===== src/rtl/stby_pkg.sv =====
package stby_pkg;
    typedef enum logic [1:0] {
        ST_RUN   = 2'd0,
        ST_SLEEP = 2'd1,
        ST_STBY  = 2'd2,
        ST_RST   = 2'd3
    } stby_state_e;

    localparam int unsigned N_RTC_SRC = 5;

    // alternate pad use codes
    localparam logic [2:0] AF_OFF    = 3'd0;
    localparam logic [2:0] AF_TAMPER = 3'd1;
    localparam logic [2:0] AF_TSTAMP = 3'd2;
    localparam logic [2:0] AF_ALARM  = 3'd3;
    localparam logic [2:0] AF_CALIB  = 3'd4;
endpackage


===== src/rtl/stby_wkup_sync.sv =====
module stby_wkup_sync #(
    parameter int unsigned SYNC_STAGES = 2
) (
    input  logic clk_i,
    input  logic rst_ni,
    input  logic pin_i,
    input  logic en_i,
    output logic rise_o
);
    logic [SYNC_STAGES-1:0] sync_d, sync_q;
    logic                   prev_d, prev_q;

    always_comb begin
        sync_d = {sync_q[SYNC_STAGES-2:0], pin_i};
        prev_d = sync_q[SYNC_STAGES-1];
    end

    always_ff @(posedge clk_i or negedge rst_ni) begin
        if (!rst_ni) begin
            sync_q <= '0;
            prev_q <= 1'b0;
        end else begin
            sync_q <= sync_d;
            prev_q <= prev_d;
        end
    end

    assign rise_o = en_i & sync_q[SYNC_STAGES-1] & ~prev_q;

    // an accepted edge is a single-cycle event
    a_r4_single_pulse: assert property (@(posedge clk_i) disable iff (!rst_ni)
        rise_o |=> !rise_o);
endmodule


===== src/rtl/stby_pads.sv =====
module stby_pads #(
    parameter int unsigned N_PADS = 16
) (
    input  logic              clk_i,
    input  logic              rst_ni,
    input  logic              stby_i,
    input  logic              wk_en_i,
    input  logic [2:0]        af1_mode_i,
    input  logic [2:0]        af2_mode_i,
    output logic [N_PADS-1:0] pad_hiz_o
);
    import stby_pkg::*;

    logic af1_keep, af2_keep;

    assign af1_keep = (af1_mode_i != AF_OFF) && (af1_mode_i <= AF_CALIB);
    assign af2_keep = (af2_mode_i == AF_TAMPER) || (af2_mode_i == AF_TSTAMP);

    for (genvar g = 0; g < N_PADS; g++) begin : g_pad
        if (g == 0) begin : g_rst_pad
            assign pad_hiz_o[g] = 1'b0;
        end else if (g == 1) begin : g_wk_pad
            assign pad_hiz_o[g] = stby_i & ~wk_en_i;
        end else if (g == 2) begin : g_af1_pad
            assign pad_hiz_o[g] = stby_i & ~af1_keep;
        end else if (g == 3) begin : g_af2_pad
            assign pad_hiz_o[g] = stby_i & ~af2_keep;
        end else begin : g_gp_pad
            assign pad_hiz_o[g] = stby_i;
        end
    end

    a_r9_no_float_awake: assert property (@(posedge clk_i) disable iff (!rst_ni)
        !stby_i |-> (pad_hiz_o == '0));
    a_r9_reset_pad_alive: assert property (@(posedge clk_i) disable iff (!rst_ni)
        stby_i |-> !pad_hiz_o[0]);
endmodule


===== src/rtl/standby_ctrl.sv =====
module standby_ctrl #(
    parameter int unsigned N_PADS      = 16,
    parameter int unsigned RST_CYCLES  = 16,
    parameter int unsigned SYNC_STAGES = 2
) (
    input  logic              clk_i,
    input  logic              rst_ni,
    input  logic              wfx_i,
    input  logic              exit_isr_i,
    input  logic              deep_req_i,
    input  logic              sleep_on_exit_i,
    input  logic              pdn_en_i,
    input  logic              dbg_keep_i,
    input  logic [2:0]        rtc_sel_i,
    input  logic [4:0]        rtc_flags_i,
    input  logic              wk_pin_i,
    input  logic              wk_pin_en_i,
    input  logic [4:0]        rtc_evt_i,
    input  logic              ext_rst_i,
    input  logic              wdg_rst_i,
    input  logic              clr_wuf_i,
    input  logic              clr_sbf_i,
    input  logic [2:0]        af1_mode_i,
    input  logic [2:0]        af2_mode_i,
    output logic              standby_o,
    output logic              sleep_o,
    output logic              sys_rst_o,
    output logic              wuf_o,
    output logic              sbf_o,
    output logic [N_PADS-1:0] pad_hiz_o,
    output logic              dbg_clk_en_o
);
    import stby_pkg::*;

    localparam int unsigned CNT_W = (RST_CYCLES > 1) ? $clog2(RST_CYCLES) : 1;
    localparam logic [CNT_W-1:0] CNT_LAST = CNT_W'(RST_CYCLES - 1);

    typedef struct packed {
        stby_state_e      state;
        logic [CNT_W-1:0] cnt;
        logic             wuf;
        logic             sbf;
    } ctrl_t;

    ctrl_t ctrl_d, ctrl_q;
    logic  pin_rise, wake_evt, hard_rst, sel_flag;
    logic  base_ok, go_wfx, go_isr, slp_req;

    stby_wkup_sync #(.SYNC_STAGES(SYNC_STAGES)) u_sync (
        .clk_i  (clk_i),
        .rst_ni (rst_ni),
        .pin_i  (wk_pin_i),
        .en_i   (wk_pin_en_i),
        .rise_o (pin_rise)
    );

    always_comb begin
        sel_flag = 1'b0;
        for (int i = 0; i < N_RTC_SRC; i++) begin
            if (rtc_sel_i == 3'(i)) sel_flag = rtc_flags_i[i];
        end
    end

    assign wake_evt = pin_rise | (|rtc_evt_i);
    assign hard_rst = ext_rst_i | wdg_rst_i;
    assign base_ok  = deep_req_i & pdn_en_i & ~ctrl_q.wuf;
    assign go_wfx   = wfx_i & base_ok & ~sel_flag;
    assign go_isr   = exit_isr_i & sleep_on_exit_i & base_ok;
    assign slp_req  = wfx_i | (exit_isr_i & sleep_on_exit_i);

    always_comb begin
        ctrl_d = ctrl_q;
        if (clr_wuf_i) ctrl_d.wuf = 1'b0;
        if (clr_sbf_i) ctrl_d.sbf = 1'b0;
        unique case (ctrl_q.state)
            ST_RUN: begin
                if (hard_rst) begin
                    ctrl_d.state = ST_RST;
                    ctrl_d.cnt   = '0;
                end else if (go_wfx || go_isr) begin
                    ctrl_d.state = ST_STBY;
                end else if (slp_req) begin
                    ctrl_d.state = ST_SLEEP;
                end
            end
            ST_SLEEP: begin
                if (hard_rst) begin
                    ctrl_d.state = ST_RST;
                    ctrl_d.cnt   = '0;
                end else if (wake_evt) begin
                    ctrl_d.state = ST_RUN;
                end
            end
            ST_STBY: begin
                if (wake_evt) begin
                    ctrl_d.state = ST_RST;
                    ctrl_d.cnt   = '0;
                    ctrl_d.wuf   = 1'b1;
                    ctrl_d.sbf   = 1'b1;
                end else if (hard_rst) begin
                    ctrl_d.state = ST_RST;
                    ctrl_d.cnt   = '0;
                end
            end
            default: begin
                if (ctrl_q.cnt == CNT_LAST) begin
                    ctrl_d.state = ST_RUN;
                    ctrl_d.cnt   = '0;
                end else begin
                    ctrl_d.cnt = ctrl_q.cnt + 1'b1;
                end
            end
        endcase
    end

    always_ff @(posedge clk_i or negedge rst_ni) begin
        if (!rst_ni) begin
            ctrl_q <= '{state: ST_RUN, cnt: '0, wuf: 1'b0, sbf: 1'b0};
        end else begin
            ctrl_q <= ctrl_d;
        end
    end

    assign standby_o    = (ctrl_q.state == ST_STBY);
    assign sleep_o      = (ctrl_q.state == ST_SLEEP);
    assign sys_rst_o    = (ctrl_q.state == ST_RST);
    assign wuf_o        = ctrl_q.wuf;
    assign sbf_o        = ctrl_q.sbf;
    assign dbg_clk_en_o = ~(standby_o | sleep_o) | dbg_keep_i;

    stby_pads #(.N_PADS(N_PADS)) u_pads (
        .clk_i      (clk_i),
        .rst_ni     (rst_ni),
        .stby_i     (standby_o),
        .wk_en_i    (wk_pin_en_i),
        .af1_mode_i (af1_mode_i),
        .af2_mode_i (af2_mode_i),
        .pad_hiz_o  (pad_hiz_o)
    );

    a_r2_refuse_on_wuf: assert property (@(posedge clk_i) disable iff (!rst_ni)
        (sys_rst_o == 1'b0 && standby_o == 1'b0 && sleep_o == 1'b0
         && wfx_i && wuf_o && !hard_rst) |=> (sleep_o && !standby_o));
    a_r5_wake_sets_flags: assert property (@(posedge clk_i) disable iff (!rst_ni)
        (standby_o && (|rtc_evt_i)) |=> (sys_rst_o && wuf_o && sbf_o));
    a_r6_reset_keeps_flags: assert property (@(posedge clk_i) disable iff (!rst_ni)
        (standby_o && hard_rst && !wake_evt && !clr_wuf_i)
        |=> (sys_rst_o && wuf_o == $past(wuf_o)));
    a_r7_cnt_in_range: assert property (@(posedge clk_i) disable iff (!rst_ni)
        sys_rst_o |-> (ctrl_q.cnt <= CNT_LAST));
    a_r8_clear_wuf: assert property (@(posedge clk_i) disable iff (!rst_ni)
        (clr_wuf_i && !standby_o) |=> !wuf_o);
    a_r10_dbg_gate: assert property (@(posedge clk_i) disable iff (!rst_ni)
        (standby_o && !dbg_keep_i) |-> !dbg_clk_en_o);
endmodule


===== config.mk =====
export PLATFORM = sky130hd
export DESIGN_NAME = standby_ctrl
export DESIGN_NICKNAME = d
export VERILOG_FILES = /design/src/rtl/stby_pkg.sv /design/src/rtl/stby_wkup_sync.sv /design/src/rtl/stby_pads.sv /design/src/rtl/standby_ctrl.sv
export SDC_FILE = /design/constraint.sdc
export NUM_CORES = 1
export LEC_CHECK = 0
export CAP_MARGIN = 20
export CORE_UTILIZATION = 32
export CTS_CLUSTER_SIZE = 40
export DETAILED_ROUTE_END_ITERATION = 12
export GPL_TIMING_DRIVEN = 0
export PLACE_DENSITY = 0.86
export SLEW_MARGIN = 20
export SYNTH_ARGS = -nofsm -noshare
export SYNTH_HDL_FRONTEND = slang
export SYNTH_SLANG_ARGS = --single-unit

===== constraint.sdc =====
create_clock -name clk_i -period 1.7 [get_ports clk_i]
set_input_delay 0.255 -clock clk_i [delete_from_list [all_inputs] [get_ports clk_i]]
set_output_delay 0.255 -clock clk_i [all_outputs]
set_load 0.01 [all_outputs]

== Yosys cells after proc, flatten, opt, wreduce, memory -nomap -nowiden ==
Index checks and enable logic that the tools add are counted.

* Register bits: 11
* Input port bits: 33
* Output and inout port bits: 22
* Word-level logic and storage cells: 73

* Add/subtract/negate cells: 1
* Order comparisons: 1
* Equal/unequal tests: 13
* Multiplexer cells: 20
* Bitwise logic cells: 23
* Reduce and logical (&&, ||, !) cells: 9

{| class="wikitable"
|+ Operators by type and width
! cell !! number
|-
| $pmux 6 s3 || 1
|-
| $mux 2 || 8
|-
| $mux 6 || 2
|-
| $and 1x1->1 || 11
|-
| $eq 3x2->1 const B || 3
|-
| $mux 4 || 2
|-
| $mux 1 || 7
|-
| $not 1->1 || 7
|-
| $eq 3x1->1 const B || 2
|-
| $ne 3x1->1 const B || 2
|-
| $or 1x1->1 || 5
|-
| $reduce_or 5->1 || 1
|-
| $add 4x1->4 const B || 1
|-
| $eq 2x2->1 const B || 2
|-
| $eq 4x4->1 const B || 1
|-
| $ne 4x4->1 const B || 1
|-
| $reduce_and 4->1 || 1
|-
| $reduce_bool 4->1 || 1
|-
| $eq 3x3->1 const B || 1
|-
| $le 3x3->1 const B || 1
|-
| $logic_not 3->1 || 1
|-
| $reduce_bool 3->1 || 1
|-
| $eq 2x1->1 const B || 1
|-
| $logic_not 2->1 || 1
|-
| other kinds (2) || 3
|}

== Depth between registers and ports, before layout ==
* Depth after elaboration: 12
* Gate-level depth with buffers: 7
* Mapped depth without buffers: 7

== Modules after synthesis ==
A second synthesis with hierarchy kept.

* Cell total of the unflattened synthesis: 97
* Area, all modules: 870.8 µm²

{| class="wikitable"
|+ By module, submodules not included
! module !! times used !! cells an instance !! area an instance (µm²) !! seq. area each (µm²)
|-
| standby_ctrl || 1 || 73 || 644.4 || 200.2
|-
| stby_pads || 1 || 20 || 142.6 || 0.0
|-
| stby_wkup_sync || 1 || 4 || 83.8 || 75.1
|}

== Worst setup path after synthesis ==
OpenSTA, ideal clock, no wires.

* Path kind: register -> register
* From: register ctrl_q[6] (netlist bit)
* To: register ctrl_q[5] (netlist bit)
* Library setup time: 121 ps
* Data arrival time: 1636 ps
* Data required time: 1579 ps
* Path slack: -57 ps
* Cell stages (with the launch flop): 7
* Path buffers: 1
* Clock period less this slack: 1757 ps
* Path through: dfrtp_1 -> inv_1 -> ha_1 -> clkbuf_1 -> and4_1 -> o31ai_1 -> a22o_1

* Cells in the longest elaborated chain, start to end: 2
* Elaborated cells between the ends (all ways): 5
* Those cells by class: 3 x eq/ne; 1 x mux; 1 x reduce/logical

{| class="wikitable"
|+ RTL lines
! what !! line !! source
|-
| start: declaration || standby_ctrl.sv:45 || <nowiki>ctrl_t ctrl_d, ctrl_q;</nowiki>
|-
| start signal: assignment || standby_ctrl.sv:118 || <nowiki>ctrl_q <= '{state: ST_RUN, cnt: '0, wuf: 1'b0, sbf: 1'b0};</nowiki>
|-
| start signal: assignment || standby_ctrl.sv:120 || <nowiki>ctrl_q <= ctrl_d;</nowiki>
|-
| $eq 2x2->1 (*) || - ||
|-
| via standby_o || standby_ctrl.sv:25 || <nowiki>output logic standby_o,</nowiki>
|-
| $pmux 6 s3 / $ne 3x1->1 (equally long branches) || - ||
|}

The timed path passes the listed nets; every way through them passes the cells marked *.
A chain may end at the register's enable or synchronous reset.

== Worst setup path in the final report ==
* From: register ctrl_q[6] (netlist bit)
* To: output sleep_o

* Cells in the longest elaborated chain, start to end: 1

{| class="wikitable"
|+ RTL lines
! what !! line !! source
|-
| $eq 2x1->1 || standby_ctrl.sv:125 || <nowiki>assign sleep_o = (ctrl_q.state == ST_SLEEP);</nowiki>
|-
| end: declaration || standby_ctrl.sv:26 || <nowiki>output logic sleep_o,</nowiki>
|}

No other way between the ends.

==> results.ini <==
[run_status]
status = finished, final reports clean

[clock_network]
tritoncts = built
clock_sinks = 11
htree_num_levels = 1
clk_latency_ns = 0.27
cts_buffers = 3
clk_path_buf_depth = 2
root_buffer = clkbuf_4
path_clk_slew_ns = 0.07
cts_hold_buf = 0

[placement]
port_buffers = 53
globalplace.congestion = 0.774
place_hpwl_um = 1920
post-place-ws_ns = -0.535
place_inst = 176

[worst_setup_path]
cp_cell_sequence = buf_4 -> ha_1 -> dlygate4sd2_1
slowest_delay_ns = 0.43
cp_data_required_time_ns = 1.44
crit_path_end_kind = primary output
cp_num_buf_inv = 2
worstSetupPathType = reg -> out
arrival_ns = 1.43
crit_family = buffers and inverters
cp_slowest_cell = dfrtp_1
cp-start-kind = flop
crit_fanout = 4

[routing]
wire_per_inst_um = 12.9
drc = 0
via_per_inst = 5.00
vias = 935
dr.pass1.iters = 4
ant_nets = 0
drt-initial-drc-count = 7
drt_wl_total_um = 2420

[logic_synthesis]
synth_area_per_cell_um2 = 9.00
synth_edf_count = 0
synth-seq-cells = 11
yosys.area_share.adder = 0.0747
synth.largest_area_cell = dfrtp_1
yosys_most_used_dff = dfrtp_1
synth-async-reset-ratio = 1.00
yosys.area_share.xor_xnor = 0.0105
ys_top_cells_by_count = buf_4, dfrtp_1, inv_1, nand2_1
synth_mux_area_frac = 0.0269
ys_warn_count = 0
yosys.area_share.simple = 0.196
synth_top_family_by_area = compound AO/OA/AOI/OAI gates
synth_compound_gate_area_share = 0.211
syn-cell-area_um2 = 837
syn_nets = 131
synth_cell_types = 37
synth.top_cell.area_share = 0.329
yosysSeqAreaShare = 0.329
netlist_instances = 93
synth_area_leaders = dfrtp_1, buf_4, ha_1
yosysMostFrequentCell = buf_4

[floorplan]
num_io_pins = 55
core_area_um2 = 2480
start_util = 0.338
die_x_um = 53.1
die_h_um = 53.1
placementRows = 18
dieArea_um2 = 2820

[finish]
nFillCells = 231
nets = 196
finalNonFillerCells = 187
syn_to_final_growth_pct = 82.1
diodes = 0
drive_gt1_frac = 0.344
final_core_util = 0.615

[timing]
relSlewSlack = 0.664
period_minus_slack_ns = 1.69
fmaxAchievable_mhz = 593
hold_slack_ns = 0.318
finalWorstSetupSlack_ns = 0.0142
worst_pin_slew_ns = 0.503
finalClockSkew_ns = 0.00932
setup_viol = 0
slew_violations = 0
rsz0062_at_grt = true
period_share = 0.992
report.final.hold_viol_count = 0

[global_routing]
track_usage = 0.181
antenna_found_initial = 0
grt.overflow.total = 0
grt_max_degree = 15
grt_pass1_wl_um = 3710
grt_pass1_vias = 911

[power_and_ir_drop]
p_sw_frac = 0.378
powerDensity_nw_per_um2 = 1420
power.internal_mw = 1.34
ir_worst_vdd_mv = 1.02
comb_power_share = 0.728
p_sw_mw = 0.817
clockPowerShare = 0.082
power_leakage_nw = 0.672
seq_power_share = 0.190

[min_path]
hp-class = in -> async

[run]
cap_violations = 0

layout by cell type, fill, tap and decap left out, drive strengths merged, types with 4 or more instances in the layout:
master / n
inv: 6
nand3: 4
dfrtp: 11
clkbuf: 4
clkdlybuf4s50: 34
ha: 5
nand2: 6
o21ai: 10
buf: 36
nor2: 4
cell type report:
class	count	area [um^2]	area share
Timing Repair Buffer	60	542	0.356
Multi-Input combinational cell	62	507	0.333
Clock buffer	4	26.3	0.0172
Inverter	6	22.5	0.0148
Buffer	14	113	0.0739
Sequential cell	11	277	0.181
Tap cell	30	37.5	0.0246
power groups by stage:
stage / Clock, mW / Combinational [mW] / Sequential, mW
2_1_floorplan: 0 / 0.757 / 0.397
3_3_place_gp: 0 / 1.35 / 0.393
3_5_place_dp: 0 / 1.40 / 0.400
4_1_cts: 0.179 / 1.41 / 0.394
5_1_grt: 0.195 / 1.71 / 0.420
6_report: 0.178 / 1.57 / 0.410
logic make-up after synthesis:
family,after synthesis
AO/OA/AOI/OAI,25
XOR/XNOR,1
adder cells (fa/ha/maj),5
buffers and inverters,20
flip-flops,11
multiplexers,1
other,1
AND/OR/NAND/NOR,29
sequential cells by signal, indices dropped and copies added (netlist names):
signal / cells
u_sync.sync_q: 2
wuf_o: 1
sbf_o: 1
ctrl_q: 6
u_sync.prev_q: 1
per-stage QoR:
stage,total power [mW],TNS (ns),instance area [um^2]
after floorplan,1.15,0,840
after global placement,1.74,-2.62,1410
after detailed placement,1.80,-4.04,1410
after CTS,1.98,-0.156,1440
after global routing,2.33,-0.121,1520
final,2.16,0,1520
final timing paths:
kind,slack [ns],cells after the start,start,to
setup / recovery,0.01,3,ctrl_q[6],sleep_o
hold / removal,0.32,1,rst_ni,sbf_o
setup reg to reg,0.10,7,ctrl_q[7],ctrl_q[6]
hold reg to reg,0.36,0,u_sync.sync_q[0],u_sync.sync_q[1]
max in group asynchronous,1.02,1,rst_ni,ctrl_q[7]
min in group clk_i,0.36,0,u_sync.sync_q[0],u_sync.sync_q[1]
layer usage:
metal,part of all wire,vias up,track usage
li1,-,450,-
met1,0.37,432,0.182
met2,0.55,47,0.363
met3,0.070,6,0.0345
met4,0.017,0,0.0526
met5,0,-,0
timing repair:
| item | in CTS | in global routing |
|---|---|---|
| pin swaps | 0 | 1 |
| hold endpoints to repair | 0 | 0 |
| resized for setup | 46 | 14 |
| setup buffers | 3 | 4 |
| endpoints found under the setup margin | 25 | 11 |
worst register-to-register path, stage by stage (launching register included):
cell and delay, ns:
dfrtp_2 0.45, buf_6 0.13, ha_4 0.16, buf_6 0.14
o21ai_0 0.22, o21ai_2 0.11, a211oi_1 0.18, a22o_1 0.15
No activity file was read; power rests on OpenSTA's default activity.
